**config.mk**
```make
export PLATFORM = sky130hd
export DESIGN_NAME = mpwm_core
export DESIGN_NICKNAME = d
export VERILOG_FILES = /design/src/rtl/mpwm_pkg.sv /design/src/rtl/mpwm_match_bank.sv /design/src/rtl/mpwm_out_cell.sv /design/src/rtl/mpwm_core.sv
export SDC_FILE = /design/constraint.sdc
export NUM_CORES = 1
export LEC_CHECK = 0
export ABC_AREA = 1
export BUFFER_PORTS_ARGS = -buffer_cell sky130_fd_sc_hd__buf_2
export CORE_MARGIN = 4
export CORE_UTILIZATION = 40
export CTS_CLUSTER_SIZE = 25
export DETAILED_ROUTE_END_ITERATION = 8
export PLACE_DENSITY_LB_ADDON = 0.3
export SYNTH_ARGS = -nofsm -noshare
export SYNTH_HDL_FRONTEND = slang
export SYNTH_HIERARCHICAL = 1
export SYNTH_SLANG_ARGS = --single-unit
```
**constraint.sdc**
```tcl
create_clock -name clk -period 4.6 [get_ports clk]
set_input_delay 1.38 -clock clk [delete_from_list [all_inputs] [get_ports clk]]
set_output_delay 1.38 -clock clk [all_outputs]
set_load 0.03 [all_outputs]
```
**src/rtl/mpwm_pkg.sv**
```systemverilog
package mpwm_pkg;
  typedef enum logic {
    EDGE_SINGLE = 1'b0,
    EDGE_DOUBLE = 1'b1
  } edge_mode_t;
endpackage

```
**src/rtl/mpwm_match_bank.sv**
```systemverilog
module mpwm_match_bank #(
  parameter int NUM_MATCH = 7,
  parameter int CNT_W     = 32,
  parameter int IDX_W     = 3
) (
  input  logic                             clk,
  input  logic                             rst_n,
  input  logic                             wr_en,
  input  logic [IDX_W-1:0]                 wr_addr,
  input  logic [CNT_W-1:0]                 wr_data,
  input  logic [NUM_MATCH-1:0]             latch_set,
  input  logic                             boundary,
  output logic [NUM_MATCH-1:0][CNT_W-1:0]  act_o,
  output logic [NUM_MATCH-1:0]             pend_o
);
  logic [NUM_MATCH-1:0][CNT_W-1:0] shadow_q;
  logic [NUM_MATCH-1:0][CNT_W-1:0] act_q;
  logic [NUM_MATCH-1:0]            pend_q;
  logic [NUM_MATCH-1:0]            xfer;

  assign xfer = boundary ? pend_q : '0;

  for (genvar k = 0; k < NUM_MATCH; k++) begin : g_slot
    always_ff @(posedge clk) begin
      if (!rst_n) begin
        shadow_q[k] <= '0;
      end else if (wr_en && (wr_addr == IDX_W'(k))) begin
        shadow_q[k] <= wr_data;
      end
    end

    always_ff @(posedge clk) begin
      if (!rst_n) begin
        act_q[k] <= '0;
      end else if (xfer[k]) begin
        act_q[k] <= shadow_q[k];
      end
    end

    always_ff @(posedge clk) begin
      if (!rst_n) begin
        pend_q[k] <= 1'b0;
      end else begin
        pend_q[k] <= (pend_q[k] & ~xfer[k]) | latch_set[k];
      end
    end
  end

  assign act_o  = act_q;
  assign pend_o = pend_q;
endmodule

```
**src/rtl/mpwm_out_cell.sv**
```systemverilog
module mpwm_out_cell
  import mpwm_pkg::*;
(
  input  logic clk,
  input  logic rst_n,
  input  logic mode,
  input  logic at_start,
  input  logic set_hit,
  input  logic clr_hit,
  output logic pwm
);
  logic set_ev;
  logic pwm_q;

  assign set_ev = (edge_mode_t'(mode) == EDGE_DOUBLE) ? set_hit : at_start;

  always_ff @(posedge clk) begin
    if (!rst_n) begin
      pwm_q <= 1'b0;
    end else if (clr_hit) begin
      pwm_q <= 1'b0;
    end else if (set_ev) begin
      pwm_q <= 1'b1;
    end
  end

  assign pwm = pwm_q;
endmodule

```
**src/rtl/mpwm_core.sv**
```systemverilog
module mpwm_core #(
  parameter int NUM_MATCH = 7,
  parameter int NUM_OUT   = 6,
  parameter int CNT_W     = 32,
  localparam int IDX_W    = $clog2(NUM_MATCH)
) (
  input  logic                 clk,
  input  logic                 rst_n,
  input  logic                 wr_en,
  input  logic [IDX_W-1:0]     wr_addr,
  input  logic [CNT_W-1:0]     wr_data,
  input  logic [NUM_MATCH-1:0] latch_set,
  output logic [NUM_MATCH-1:0] latch_pend,
  input  logic [NUM_OUT-1:0]   dbl_mode,
  input  logic [NUM_MATCH-1:0] flag_clr,
  output logic [NUM_MATCH-1:0] match_flag,
  output logic [NUM_OUT-1:0]   pwm_out
);
  logic [CNT_W-1:0]                cnt_q;
  logic [NUM_MATCH-1:0][CNT_W-1:0] act;
  logic [NUM_MATCH-1:0]            hit;
  logic [NUM_MATCH-1:0]            flag_q;
  logic                            boundary;
  logic                            at_start;

  mpwm_match_bank #(
    .NUM_MATCH(NUM_MATCH),
    .CNT_W    (CNT_W),
    .IDX_W    (IDX_W)
  ) u_bank (
    .clk      (clk),
    .rst_n    (rst_n),
    .wr_en    (wr_en),
    .wr_addr  (wr_addr),
    .wr_data  (wr_data),
    .latch_set(latch_set),
    .boundary (boundary),
    .act_o    (act),
    .pend_o   (latch_pend)
  );

  for (genvar k = 0; k < NUM_MATCH; k++) begin : g_cmp
    assign hit[k] = (cnt_q == act[k]);

    always_ff @(posedge clk) begin
      if (!rst_n) begin
        flag_q[k] <= 1'b0;
      end else if (hit[k]) begin
        flag_q[k] <= 1'b1;
      end else if (flag_clr[k]) begin
        flag_q[k] <= 1'b0;
      end
    end
  end

  assign boundary   = hit[0];
  assign at_start   = (cnt_q == '0);
  assign match_flag = flag_q;

  always_ff @(posedge clk) begin
    if (!rst_n) begin
      cnt_q <= '0;
    end else if (boundary) begin
      cnt_q <= '0;
    end else begin
      cnt_q <= cnt_q + CNT_W'(1);
    end
  end

  for (genvar g = 0; g < NUM_OUT; g++) begin : g_out
    mpwm_out_cell u_cell (
      .clk     (clk),
      .rst_n   (rst_n),
      .mode    (dbl_mode[g]),
      .at_start(at_start),
      .set_hit (hit[g]),
      .clr_hit (hit[g+1]),
      .pwm     (pwm_out[g])
    );
  end
endmodule

```
== Yosys cells after proc, flatten, opt, wreduce, memory -nomap -nowiden ==
Index checks and enable logic that the tools add are counted.

* Register bits: 500
* Input port bits: 58
* Output and inout port bits: 20
* Word-level logic and storage cells: 115

* $add $sub $neg: 1
* Equality and inequality tests: 13
* Multiplexer cells: 21
* Bitwise gates (word level): 22
* Reduce and logical (&&, ||, !) cells: 23

{| class="wikitable"
|+ Operators by type and width
! kind !! count
|-
| $eq A32 B32 Y1 || 7
|-
| $add A32 B1 Y32 const B || 1
|-
| $logic_not A32 Y1 || 1
|-
| $mux W1 || 20
|-
| $reduce_bool A2 Y1 || 7
|-
| $reduce_or A2 Y1 || 7
|-
| $eq A3 B3 Y1 const B || 3
|-
| $not A1 Y1 || 8
|-
| $and A1 B1 Y1 || 7
|-
| $logic_and A1 B1 Y1 || 7
|-
| $mux W7 || 1
|-
| $or A1 B1 Y1 || 7
|-
| $eq A3 B2 Y1 const B || 2
|-
| $eq A3 B1 Y1 const B || 1
|-
| $logic_not A3 Y1 || 1
|}

== Depth between registers and ports, before layout ==
Gate-level depths: netlist of run 1.

* Word-level depth: 5
* Gate-level depth with buffers: 16
* Depth with buffers taken out: 13

== By module ==
The synthesis of run 1 kept the hierarchy.

{| class="wikitable"
|+ Modules (own cells, without submodules)
! module !! times used !! cells an instance !! area each (um^2) !! seq. area each (um^2)
|-
| mpwm_match_bank || 1 || 2267 || 16565.9 || 9108.7
|-
| mpwm_core || 1 || 949 || 5592.9 || 780.7
|-
| mpwm_out_cell || 6 || 10 || 53.8 || 20.0
|}

== Worst setup path after synthesis of run 1 ==
No wires, ideal clock.

* Path kind: input -> register
* From: in wr_en
* To: reg u_bank/shadow_q[86] in the netlist's numbering
* Setup time: 0.113 ns
* Arrival time: 2.134 ns
* Required time: 4.487 ns
* Setup slack: 2.353 ns
* Cell stages on the path: 7
* Buffers on the path: 2
* Path through: inv_1 -> nor2_1 -> buf_2 -> clkbuf_1 -> nand3_1 -> nand2_1 -> nor2_1

* Word-level cells in the longest chain between the ends: 1

{| class="wikitable"
|+ Ends and longest elaborated chain
! item !! line !! source
|-
| start: declaration || mpwm_core.sv:9 || <nowiki>input logic wr_en,</nowiki>
|-
| $logic_and A1 B1 Y1 || mpwm_match_bank.sv:27 || <nowiki>end else if (wr_en && (wr_addr == IDX_W'(k))) begin</nowiki>
|-
| end signal: indexed assignment || mpwm_match_bank.sv:28 || <nowiki>shadow_q[k] <= wr_data;</nowiki>
|-
| end: declaration || mpwm_match_bank.sv:16 || <nowiki>logic [NUM_MATCH-1:0][CNT_W-1:0] shadow_q;</nowiki>
|}

No other way between the ends.
A chain may end at the register's enable or synchronous reset.

== Worst setup path in the final report of run 1 ==
* From: reg cnt_q[2]
* To: reg u_bank.act_q (netlist bit u_bank/act_o[140])

* Word-level cells in the longest chain between the ends: 2

{| class="wikitable"
|+ Ends and longest elaborated chain
! item !! line !! source
|-
| start: declaration || mpwm_core.sv:19 || <nowiki>logic [CNT_W-1:0] cnt_q;</nowiki>
|-
| start signal: assignment || mpwm_core.sv:66 || <nowiki>cnt_q <= cnt_q + CNT_W'(1);</nowiki>
|-
| $eq A32 B32 Y1 || mpwm_core.sv:43 || <nowiki>assign hit[k] = (cnt_q == act[k]);</nowiki>
|-
| named net boundary || mpwm_core.sv:23 || <nowiki>logic boundary;</nowiki>
|-
| $mux W7 || mpwm_match_bank.sv:21 || <nowiki>assign xfer = boundary ? pend_q : '0;</nowiki>
|-
| end signal: indexed assignment || mpwm_match_bank.sv:36 || <nowiki>act_q[k] <= shadow_q[k];</nowiki>
|-
| end: declaration || mpwm_match_bank.sv:17 || <nowiki>logic [NUM_MATCH-1:0][CNT_W-1:0] act_q;</nowiki>
|}

The timed path passes the listed nets, and every way through them passes these cells.

==> results list, run 1 <==
- Cell seen most often among critical-path stages: sky130_fd_sc_hd__nor2_1
* Buffers added on ports: 77
- In this run the worst hold path is classified as flop to flop.
* Number of cells upsized or downsized after cts: 0
* Filler Cells Inserted: 5867
- Summing every instance area after synthesis gives 0.0225 sq mm.
- RSZ-0062 raised after global routing: false
* Most used cells in the layout excluding fill and tap cells: sky130_fd_sc_hd__nor2_1, sky130_fd_sc_hd__nand2_1, sky130_fd_sc_hd__dfxtp_1
* Synthesis-to-finish area growth: 12.0%
- Antenna violations before repair: 0
* Overall track demand over capacity in global routing: 22.1%
* Wirelength, routed: 67700 microns
* CORE AREA: 0.0554 sq mm
* Number of I/O pins: 78
* Post-CTS setup buffer count: 0
* CP max stage cell: sky130_fd_sc_hd__dfxtp_1
- Worst-path maximum fanout: 22
- For this run, the register share of the synthesized area comes to 44.5%.
- For this run, the leading register cell type out of synthesis is sky130_fd_sc_hd__dfxtp_1.
- Vias in the first global route: 18000
- After the first detailed-routing iteration, the DRC count stood at 1712.
- Hold wc startpoint: match_flag[4]
* Reg area: 0.0100 sq mm
* Largest stage delay on the critical path: 0.82 ns
- H-tree depth: 2
- Clock-pin slew was measured on the worst setup and hold paths at 0.06 ns.
- The clock drives 500 sinks.
- Maximum number of buffers from clock root to sink: 3
- In this run the core area contains 86 standard-cell rows.
- STA classifies the critical path endpoint as a flop.
* Antenna violation net count after detailed routing: 0
- The final route contains 19800 vias.
* CP Class: flop to flop
- Cell Count Post-Placement: 3960
* Data arrival time of the worst path: 3.93 ns
- Result of the run: finished clean
- Once placement finished, the instance area stood at 0.0234 sq mm.
- Share of the cycle needed by the critical path after routing: 73.9%
- Post-layout minimum cycle time: 3.40 ns
- In the final layout, the share of cells above drive strength 1 is 8.54%.
- Final non-filler cell total: 4060
* Number of iterations in the first detailed-routing pass: 5
* Count of antenna diodes in the layout: 0
- The final number of max-transition violations came to 0.
* Number of nets in the layout: 3329
- Syn avg cell area: 6.86 sq um
* Final weighted congestion of routability-driven global placement: 0.886
- For the final routed database, the setup TNS stands at 0 ns.
* Root Driver: sky130_fd_sc_hd__clkbuf_16
* Pre-CTS setup slack: 1.26 ns
- Final global-route overflow total: 0
- Die Height: 245 microns
- Initial Util: 40.6%
- Of all flip-flops after synthesis, the portion carrying an async set or reset was 0%.
* CTS tree: done
- Buffers inserted to repair hold after CTS numbered 0.
* Pleak: 10.7 nW
- Clk_lat worst skew: 0.61 ns
- Global-route wire length before repair: 104000 microns
* WL per Instance: 16.7 microns
* Setup violators final: 0
- Number of vias per cell after detailed routing: 4.87
* Startpoint type of the worst setup path: flop
* Number of hold violations in the final report: 0
- Design area: 0.0252 sq mm
- Count of cell types in the netlist: 31
- The floorplan step defined a die boundary enclosing 0.0601 sq mm.
- Estimated wirelength of the detail-placed design: 42300 microns
* Syn nets: 3336
* Required arrival time at the worst endpoint: 5.13 ns
- Sequence of cells on the critical path: xnor2_1, nand2_1, nor2_1, nand2_1, nor2_1, nand2_2, inv_1, nand2_1, inv_1, buf_4, nor2_1, nor2_1
- Remaining DRCs: 0
* Number of instances in the synthesized netlist: 3276
* Reported max-cap violation count: 0
- The multi-input combinational cells in the finished layout cover a total of 0.0109 sq mm.
* Synth Warn #: 6
- Horiz. Die Dim: 245 microns
- The number of clock buffers added by TritonCTS is 55.
- Worst setup skew after layout: 0.0201 ns
* Launching instance or port of the critical path: cnt_q[2]
* Most common library cell in the layout ignoring fill and taps: sky130_fd_sc_hd__nor2_1
- Slack of the worst reg-to-reg path: 1.20 ns
- Total design power: 19.2 mW
- Max-slew headroom: 21.3%
* Transition time at the pin with the least slew margin: 1.18 ns
- Power spread over the standard cell area amounts to 761 mW/mm^2.
* Peak clock frequency supported by timing: 294 MHz
- Final worst-path setup slack: 1.20 ns
- RR Startpoint: cnt_q[2]
* Maximum number of pins on one net before global-route repair: 172
* Post-synthesis register bit count: 500
- Number of enable flip-flop cells after synthesis: 0
- Across the VDD grid, the largest voltage drop is 0.427 mV.
==> final cells by class <==
class	count	area share, %
Multi-Input combinational cell	2401	43.1
Clock inverter	15	0.566
Inverter	181	2.72
Timing Repair Buffer	130	3.45
Tap cell	748	3.72
Clock buffer	85	6.67
Sequential cell	500	39.7
==> where the power goes <==
| part | internal (mW) | switching, mW | total, mW | leakage [nW] |
|---|---|---|---|---|
| combinational | 2.76 | 5.63 | 8.40 | 5.74 |
| sequential | 5.52 | 0.812 | 6.33 | 4.06 |
| clock | 2.61 | 1.83 | 4.44 | 0.905 |
| total | 10.9 | 8.27 | 19.2 | 10.7 |
==> registers in the layout, indices dropped and copies added, names as in the netlist <==
signal / cells
cnt_q: 32
g_out.u_cell/pwm: 6
match_flag: 7
u_bank/act_o: 224
u_bank/pend_o: 7
u_bank/shadow_q: 224
==> logic make-up after synthesis <==
family,synth area share (%)
buffers and inverters,7.50
DFF,44.5
AOI/OAI and AO/OA,5.30
xor gates and xnor gates,7.17
adders and majority gates,0.111
and+or+nand+nor,35.4
==> worst paths after layout <==
path | to | cells after the start
setup / recovery | u_bank/act_o[140] | 12
hold / removal | match_flag[4] | 2
setup reg to reg | u_bank/act_o[140] | 12
hold reg to reg | match_flag[4] | 2
==> Yosys cell counts (6+ instances only) <==
cell                          n  share of area, %
sky130_fd_sc_hd__nand4_1      8              0.22
sky130_fd_sc_hd__o21ai_0    224               5.0
sky130_fd_sc_hd__clkbuf_1    76               1.3
sky130_fd_sc_hd__buf_1       18              0.30
sky130_fd_sc_hd__xor2_1      19              0.74
sky130_fd_sc_hd__nand2_1    639                11
sky130_fd_sc_hd__xnor2_1    165               6.4
sky130_fd_sc_hd__nor2_4       6              0.30
sky130_fd_sc_hd__inv_1      166               2.8
sky130_fd_sc_hd__dfxtp_1    500                45
sky130_fd_sc_hd__nor2_2      18              0.50
sky130_fd_sc_hd__inv_2        9              0.15
sky130_fd_sc_hd__buf_6       19              0.95
sky130_fd_sc_hd__nor4_1       8              0.22
sky130_fd_sc_hd__nand3_1    238               5.3
sky130_fd_sc_hd__buf_2       70               1.6
sky130_fd_sc_hd__nor2_1    1037                17
sky130_fd_sc_hd__nand2_2     10              0.28
sky130_fd_sc_hd__buf_4       11              0.37
sky130_fd_sc_hd__a21oi_1     14              0.31
==> per-stage QoR <==
stage | utilization [%] | hold WS (ns)
after floorplan | - | 0.450
after global placement | 42.2 | 0.455
after detailed placement | 42.2 | 0.455
after CTS | 45.4 | 0.464
after global routing | 45.4 | 0.484
final | 45.4 | 0.460
==> layer usage <==
metal	vias up	routed length [microns]	track usage (%)
met1	9056	31500	30.7
met4	0	1950	7.32
met2	553	30000	35.2
li1	10100	-	-
met3	122	4220	3.34
met5	-	0	0
==> critical path: cells and delay by family (launching register included) <==
family                    cells  cell delay [ns]
DFF                           1             0.82
buffers and inverters         3             0.86
xor gates and xnor gates      1             0.20
and+or+nand+nor               8             1.43
(Power assumes the default switching activity.)
==> run 2, diff against run 1 <==
==> constraint.sdc (replaced) <==
create_clock -name clk -period 3.12 [get_ports clk]
set_input_delay 0.936 -clock clk [delete_from_list [all_inputs] [get_ports clk]]
set_output_delay 0.936 -clock clk [all_outputs]
set_load 0.03 [all_outputs]
==> run 2 against run 1 <==
  * Fmax increased by 23%
  * First-iteration DRC count decreased by 8.1%
  * Total power increased by 48%
  * Clock skew increased by 0.0060 ns
  * Final area increased by 1.4%
  * Hold slack improved by 0.00067 ns
  * Cell count increased by 0.57%
  * Clock-buffer cell count decreased by 9
  * Setup slack got worse by 0.85 ns
  * Critical path type unchanged
  * Routed wire length decreased by 1.7%
  * Non-clock buffer count increased by 25
  * Critical endpoint is now u_bank/act_o[204]
  * Largest power group unchanged
==> results list, run 2 (same netlist as run 1, synthesis figures left out) <==
- Number of vias per cell after detailed routing: 4.84 (was 4.87)
- The final number of max-transition violations is 0 (unchanged).
* Clk_lat worst skew: 0.62 ns (was 0.61 ns)
- Worst-path maximum fanout: 16 (was 22)
* Startpoint type of the worst setup path: flop (unchanged)
* CP max stage cell: sky130_fd_sc_hd__dfxtp_1 (unchanged)
- The antenna diode count came to 0 (unchanged).
- Number of cells upsized or downsized after cts: 0 (unchanged)
* CORE AREA: 0.0554 sq mm (unchanged)
- Result of the run: finished clean (unchanged)
- Cell Count Post-Placement: 3985 (was 3960)
* Remaining DRCs: 0 (unchanged)
* Post-CTS setup buffer count: 0 (unchanged)
* CTS tree: done (unchanged)
* Overall die area: 0.0601 sq mm (unchanged)
- The minimum period implied by the final worst setup slack is 2.77 ns (was 3.40 ns).
- The layout-stage area growth over the synthesis result was 13.6% (was 12.0%).
* Cell seen most often among critical-path stages: sky130_fd_sc_hd__nand2_1 (was sky130_fd_sc_hd__nor2_1)
* Setup Total Neg Slack: 0 ns (unchanged)
- The classification of the worst setup path is flop to flop (unchanged).
* Vias in the first global route: 18000 (about the same)
- H-tree depth: 2 (unchanged)
* Global-route wire length before repair: 103000 microns (was 104000 microns)
- Site row count: 86 (unchanged)
* Required arrival time at the worst endpoint: 3.62 ns (was 5.13 ns)
- Type of element capturing the critical path: flop (unchanged)
- The clock slew at the register clock pins of the worst setup and hold paths is 0.06 ns (about the same).
* Antenna violation net count after detailed routing: 0 (unchanged)
- Setup violators final: 0 (unchanged)
* TritonCTS sink count: 500 (unchanged)
- The smallest setup slack after layout was 0.352 ns (was 1.20 ns).
- Buffers added on ports: 77 (unchanged)
- The total iterations of the first detailed-routing run came to 5 (unchanged).
* Pwr dens: 1110 mW/mm^2 (was 761 mW/mm^2)
- The max capacitance violation total is 0 (unchanged).
- Largest stage delay on the critical path: 0.62 ns (was 0.82 ns)
* Wirelength, routed: 66500 microns (was 67700 microns)
- Reg area: 0.0100 sq mm (unchanged)
* Horiz. Die Dim: 245 microns (unchanged)
* Number of hold violations in the final report: 0 (unchanged)
- The count of filler cells inserted in the layout was 5714 (was 5867).
* Pleak: 10.9 nW (was 10.7 nW)
- Estimated wirelength of the detail-placed design: 41800 microns (was 42300 microns)
- Peak clock frequency supported by timing: 361 MHz (was 294 MHz)
- Overall track demand over capacity in global routing: 21.7% (was 22.1%)
- Multi-input combinational cell area: 0.0109 sq mm (unchanged)
- The initial core utilization came to 40.6% (unchanged).
* Sequence of cells on the critical path: nand2_1, nand2_1, nand2_1, nor2_1, nand2_1, nor2_1, nand2_2, inv_1, nand2_1, buf_4, o21ai_0, nor2_1 (was xnor2_1, nand2_1, nor2_1, nand2_1, nor2_1, nand2_2, inv_1, nand2_1, inv_1, buf_4, nor2_1, nor2_1)
- The number of primary I/O pins was 78 (unchanged).
- Share of the cycle needed by the critical path after routing: 88.7% (was 73.9%)
- The most common cell after layout, fill and taps aside is sky130_fd_sc_hd__nor2_1 (unchanged).
* Ratio of cells with drive above 1 in the final layout: 9.27% (was 8.54%)
- Number of DRC markers in iteration 0: 1574 (was 1712)
* Root Driver: sky130_fd_sc_hd__clkbuf_16 (unchanged)
* Most used cells in the layout excluding fill and tap cells: sky130_fd_sc_hd__nor2_1, sky130_fd_sc_hd__nand2_1, sky130_fd_sc_hd__dfxtp_1 (unchanged)
- Final non-filler cell total: 4083 (was 4060)
- Maximum number of pins on one net before global-route repair: 129 (was 172)
- RSZ-0062 raised after global routing: false (unchanged).
- The actual slew at the worst max-slew pin came to 0.687 ns (was 1.18 ns).
- The worst clock skew is 0.0261 ns (was 0.0201 ns).
- Max-slew headroom: 53.8% (was 21.3%)
- The hold-fix buffer count after cts was 0 (unchanged).
- The average detailed-routed wire length per instance is 16.3 microns (was 16.7 microns).
* Pre-CTS setup slack: 0.361 ns (was 1.26 ns)
- The net count of the finished layout came to 3352 (was 3329).
* Final global-route overflow total: 0 (unchanged)
* Data arrival time of the worst path: 3.26 ns (was 3.93 ns)
* Hold WC Path Type: flop to flop (unchanged)
- The peak supply drop is 0.968 mV (was 0.427 mV).
- Gate family responsible for the most delay along the worst path: simple AND/OR/NAND/NOR gates (unchanged)
- The weighted congestion reported at the end of routability-driven placement is 0.851 (was 0.886).
* Total vias in the final route: 19800 (about the same)
- The buffering stage count on the worst path with inverters included came to 2 (was 3).
- Num CTS Buffers: 53 (was 55)
* Antenna violations before repair: 0 (unchanged)
* Die Height: 245 microns (unchanged)
- The maximum root-to-sink buffer count came to 3 (unchanged).
run 2: area by class of cell:
type	count	area share (%)
clock buffers	76	6.08
clock inverters	22	1.35
inverters	181	2.69
multi-input cells	2401	42.5
flip-flops and latches	500	39.2
well taps	748	3.67
repair buffers	155	4.48
run 2: path summary, 6_finish.rpt:
kind	end	from	depth (start not counted)	slack, ns
setup / recovery	u_bank/act_o[204]	cnt_q[5]	12	0.35
hold / removal	match_flag[5]	match_flag[5]	2	0.46
setup reg to reg	u_bank/act_o[204]	cnt_q[5]	12	0.35
hold reg to reg	match_flag[5]	match_flag[5]	2	0.46
run 2: layer usage:
layer  routed length [microns]  vias up  global-route usage (%)
li1                          -    10100                       -
met1                     30500     9001                    30.1
met2                     29400      539                    34.7
met3                      4940      110                    4.30
met4                      1690        0                    5.77
met5                         0        -                       0
run 2: metrics by stage:
stage	power [mW]	cell area (sq um)	util, %	hold WS (ns)
3_3_place_gp	21.5	23600	42.6	0.453
6_report	28.4	25500	46.1	0.460
4_1_cts	28.6	25500	46.1	0.462
2_1_floorplan	17.7	22500	-	0.450
5_1_grt	30.6	25500	46.1	0.494
3_5_place_dp	21.7	23600	42.6	0.452
run 2: worst register-to-register path, cell delays in order (launching register included):
cell                      delay (ns)
sky130_fd_sc_hd__dfxtp_1        0.62
sky130_fd_sc_hd__nand2_1        0.09
sky130_fd_sc_hd__nand2_1        0.08
sky130_fd_sc_hd__nand2_1        0.05
sky130_fd_sc_hd__nor2_1         0.13
sky130_fd_sc_hd__nand2_1        0.09
sky130_fd_sc_hd__nor2_1         0.21
sky130_fd_sc_hd__nand2_2        0.12
sky130_fd_sc_hd__inv_1          0.30
sky130_fd_sc_hd__nand2_1        0.38
sky130_fd_sc_hd__buf_4          0.33
sky130_fd_sc_hd__o21ai_0        0.20
sky130_fd_sc_hd__nor2_1         0.06
run 2: power breakdown:
group | internal (mW) | switching [mW] | leakage (nW)
Clock | 4.06 | 2.74 | 0.931
Combinational | 4.10 | 8.25 | 5.89
Sequential | 8.14 | 1.16 | 4.06
==> run 3, diff against run 2 <==
--- a/config.mk
+++ b/config.mk
@@ -12,6 +12,7 @@
 export CTS_CLUSTER_SIZE = 25
 export DETAILED_ROUTE_END_ITERATION = 8
 export PLACE_DENSITY_LB_ADDON = 0.3
+export RECOVER_POWER = 50
 export SYNTH_ARGS = -nofsm -noshare
 export SYNTH_HDL_FRONTEND = slang
 export SYNTH_HIERARCHICAL = 1
==> run 3 against run 2 <==
  * The run now ends with max-capacitance violations, max-slew violations left
  * Hold slack better by 0.0028 ns
  * Core utilization down 0.10 points
  * Fmax increased by 0.86%
  * Global-route usage is the same
  * Cell count unchanged
  * Sequential cell count stayed put
  * Clock skew down 0.0014 ns
  * Die area unchanged
  * Register-to-register slack improved by 0.02 ns
  * Largest power group unchanged
==> results list, run 3 (same netlist as run 1, synthesis figures left out) <==
* CP Class: flop to flop (unchanged)
- Data arrival time of the worst path: 3.24 ns (was 3.26 ns)
- The maximum net fanout on the critical path is 16 (unchanged).
- Worst hold path stage count: 2 (unchanged)
- The minimum period implied by the final worst setup slack is 2.74 ns (was 2.77 ns).
- The die span in x came to 245 microns (unchanged).
* Vias in the first global route: 18000 (unchanged)
* Final weighted congestion of routability-driven global placement: 0.851 (unchanged)
- The average detailed-routed wire length per instance is 16.3 microns (about the same).
- Cell seen most often among critical-path stages: sky130_fd_sc_hd__nand2_1 (unchanged)
- The max capacitance violation total is 1 (was 0).
- Ratio of cells with drive above 1 in the final layout: 8.73% (was 9.27%)
- The largest net degree at the start of global routing was 129 (unchanged).
* Number of stages on the worst setup path: 12 (unchanged)
* Share of the cycle needed by the critical path after routing: 88.0% (was 88.7%)
- The final total negative setup slack is 0 ns (unchanged).
* Synthesis-to-finish area growth: 13.3% (was 13.6%)
- Design area: 0.0255 sq mm (about the same)
- Pleak: 10.8 nW (was 10.9 nW)
- CORE AREA: 0.0554 sq mm (unchanged)
* Buffers and inverters on the worst path: 2 (unchanged)
- The post-detailed-placement half-perimeter wirelength came to 41800 microns (unchanged).
- Met2 track demand over resource: 34.7% (unchanged)
* Peak VDD IR: 0.968 mV (about the same)
- Number of cells upsized or downsized after cts: 0 (unchanged)
- The upper clock frequency limit is 364 MHz (was 361 MHz).
- The via count is 19800 (about the same).
* Startpoint type of the worst setup path: flop (unchanged)
- The count of unresolved DRC violations after routing is 0 (unchanged).
- The clock slew at the register clock pins of the worst setup and hold paths is 0.06 ns (about the same).
- Global-route wire length before repair: 103000 microns (unchanged)
- The total wire length is 66600 microns (was 66500 microns).
- Total count of max-transition violations in the final report: 129 (was 0)
- The antenna diode count was 0 (unchanged).
* Post-CTS setup buffer count: 0 (unchanged)
* Clk_lat worst skew: 0.63 ns (was 0.62 ns)
* Number of cells traversed by the worst register-to-register path: 12 (unchanged)
- Pwr dens: 1110 mW/mm^2 (about the same)
* Final global-route overflow total: 0 (unchanged)
- The worst clock skew came to 0.0247 ns (was 0.0261 ns).
- CP max stage cell: sky130_fd_sc_hd__dfxtp_1 (unchanged)
- The total iterations of the first detailed-routing run came to 6 (was 5).
- The worst setup timing slack at the placement stage is 0.361 ns (unchanged).
* Hold WC Path Type: flop to flop (unchanged)
- The actual slew at the worst max-slew pin came to 1.75 ns (was 0.687 ns).
* Antenna violations before repair: 0 (unchanged)
* Number of I/O pins: 78 (unchanged)
- The row count is 86 (unchanged).
* Failing checks: max-capacitance violations, max-slew violations
- Root Driver: sky130_fd_sc_hd__clkbuf_16 (unchanged)
* Most common library cell in the layout ignoring fill and taps: sky130_fd_sc_hd__nor2_1 (unchanged)
* Max-slew headroom: -16.8% (was 53.8%)
- The standard cell area after detailed placement is 0.0236 sq mm (unchanged).
- RSZ-0062 raised after global routing: false (unchanged).
- Maximum number of buffers from clock root to sink: 3 (unchanged)
- The type of destination of the critical path is a flop (unchanged).
* Initial Util: 40.6% (unchanged)
- The quantity of I/O buffers inserted on ports is 77 (unchanged).
* Busiest layer in global routing: met2 (unchanged)
- Global-route met3 utilization: 4.30% (unchanged)
- Met1 GRT Util: 30.1% (unchanged)
- Most used cells in the layout excluding fill and tap cells: sky130_fd_sc_hd__nor2_1, sky130_fd_sc_hd__nand2_1, sky130_fd_sc_hd__dfxtp_1 (unchanged).
* Number of DRC markers in iteration 0: 1660 (was 1574)
- The number of nets with antenna violations after routing was 0 (unchanged).
* Largest stage delay on the critical path: 0.63 ns (was 0.62 ns)
- Sequence of cells on the critical path: nand2_1, nand2_1, nand2_1, nor2_1, nand2_1, nor2_1, nand2_1, inv_1, nand2_1, buf_4, o21ai_0, nor2_1 (was nand2_1, nand2_1, nand2_1, nor2_1, nand2_1, nor2_1, nand2_2, inv_1, nand2_1, buf_4, o21ai_0, nor2_1).
- The count of endpoints failing setup in the final report was 0 (unchanged).
- Required arrival time at the worst endpoint: 3.62 ns (about the same)
- Gate family responsible for the most delay along the worst path: simple AND/OR/NAND/NOR gates (unchanged)
* Final worst-path setup slack: 0.375 ns (was 0.352 ns)
- Number of vias per cell after detailed routing: 4.84 (about the same)
- The number of buffers inserted during clock tree synthesis was 53 (unchanged).
- H-tree depth: 2 (unchanged)
- Result of the run: complete, but fails checks (was finished clean)
- CTS tree: done (unchanged)
* Number of nets in the layout: 3352 (unchanged)
* Number of hold violations in the final report: 0 (unchanged)
* Hold buffer count at cts: 0 (unchanged)
- TritonCTS sink count: 500 (unchanged)
- Die Height: 245 microns (unchanged)
- The area enclosed by the die boundary was 0.0601 sq mm (unchanged).
* Total design power: 28.4 mW (about the same)
- The overall track demand over capacity in global routing was 21.7% (unchanged).
-- run 3: final cells by class --
class,count,area (sq um)
clock buffers,76,1550
clock inverters,22,345
fillers,5726,29900
inverters,181,686
multi-input cells,2401,10800
flip-flops and latches,500,10000
well taps,748,936
repair buffers,155,1100
-- run 3: metal layers --
layer | part of all wire (%) | vias to the layer above
li1 | - | 10100
met4 | 2.5 | 0
met1 | 46 | 9011
met3 | 7.4 | 110
met2 | 44 | 541
met5 | 0 | -
-- run 3: worst paths after layout --
check,slack [ns],to,startpoint
setup / recovery,0.38,u_bank/act_o[203],cnt_q[5]
hold / removal,0.46,match_flag[5],match_flag[5]
setup reg to reg,0.38,u_bank/act_o[203],cnt_q[5]
hold reg to reg,0.46,match_flag[5],match_flag[5]
-- run 3: tightest hold or removal path: stages (launching register included) --
cell	delay (ns)
sky130_fd_sc_hd__dfxtp_1	0.31
sky130_fd_sc_hd__nand2_1	0.06
sky130_fd_sc_hd__a21oi_1	0.05
-- run 3: metrics by stage --
step	hold slack, ns	std cells	util (%)
after floorplan	0.450	3276	-
after global placement	0.453	3985	42.6
after detailed placement	0.452	3985	42.6
after CTS	0.462	4083	46.1
after global routing	0.494	4083	46.0
final	0.463	4083	46.0
-- run 3: report_power, final --
part	switching (mW)	leakage, nW	total (mW)	internal, mW
registers	1.16	4.06	9.30	8.14
clock network	2.75	0.931	6.81	4.06
logic	8.18	5.82	12.2	4.07
total	12.1	10.8	28.4	16.3
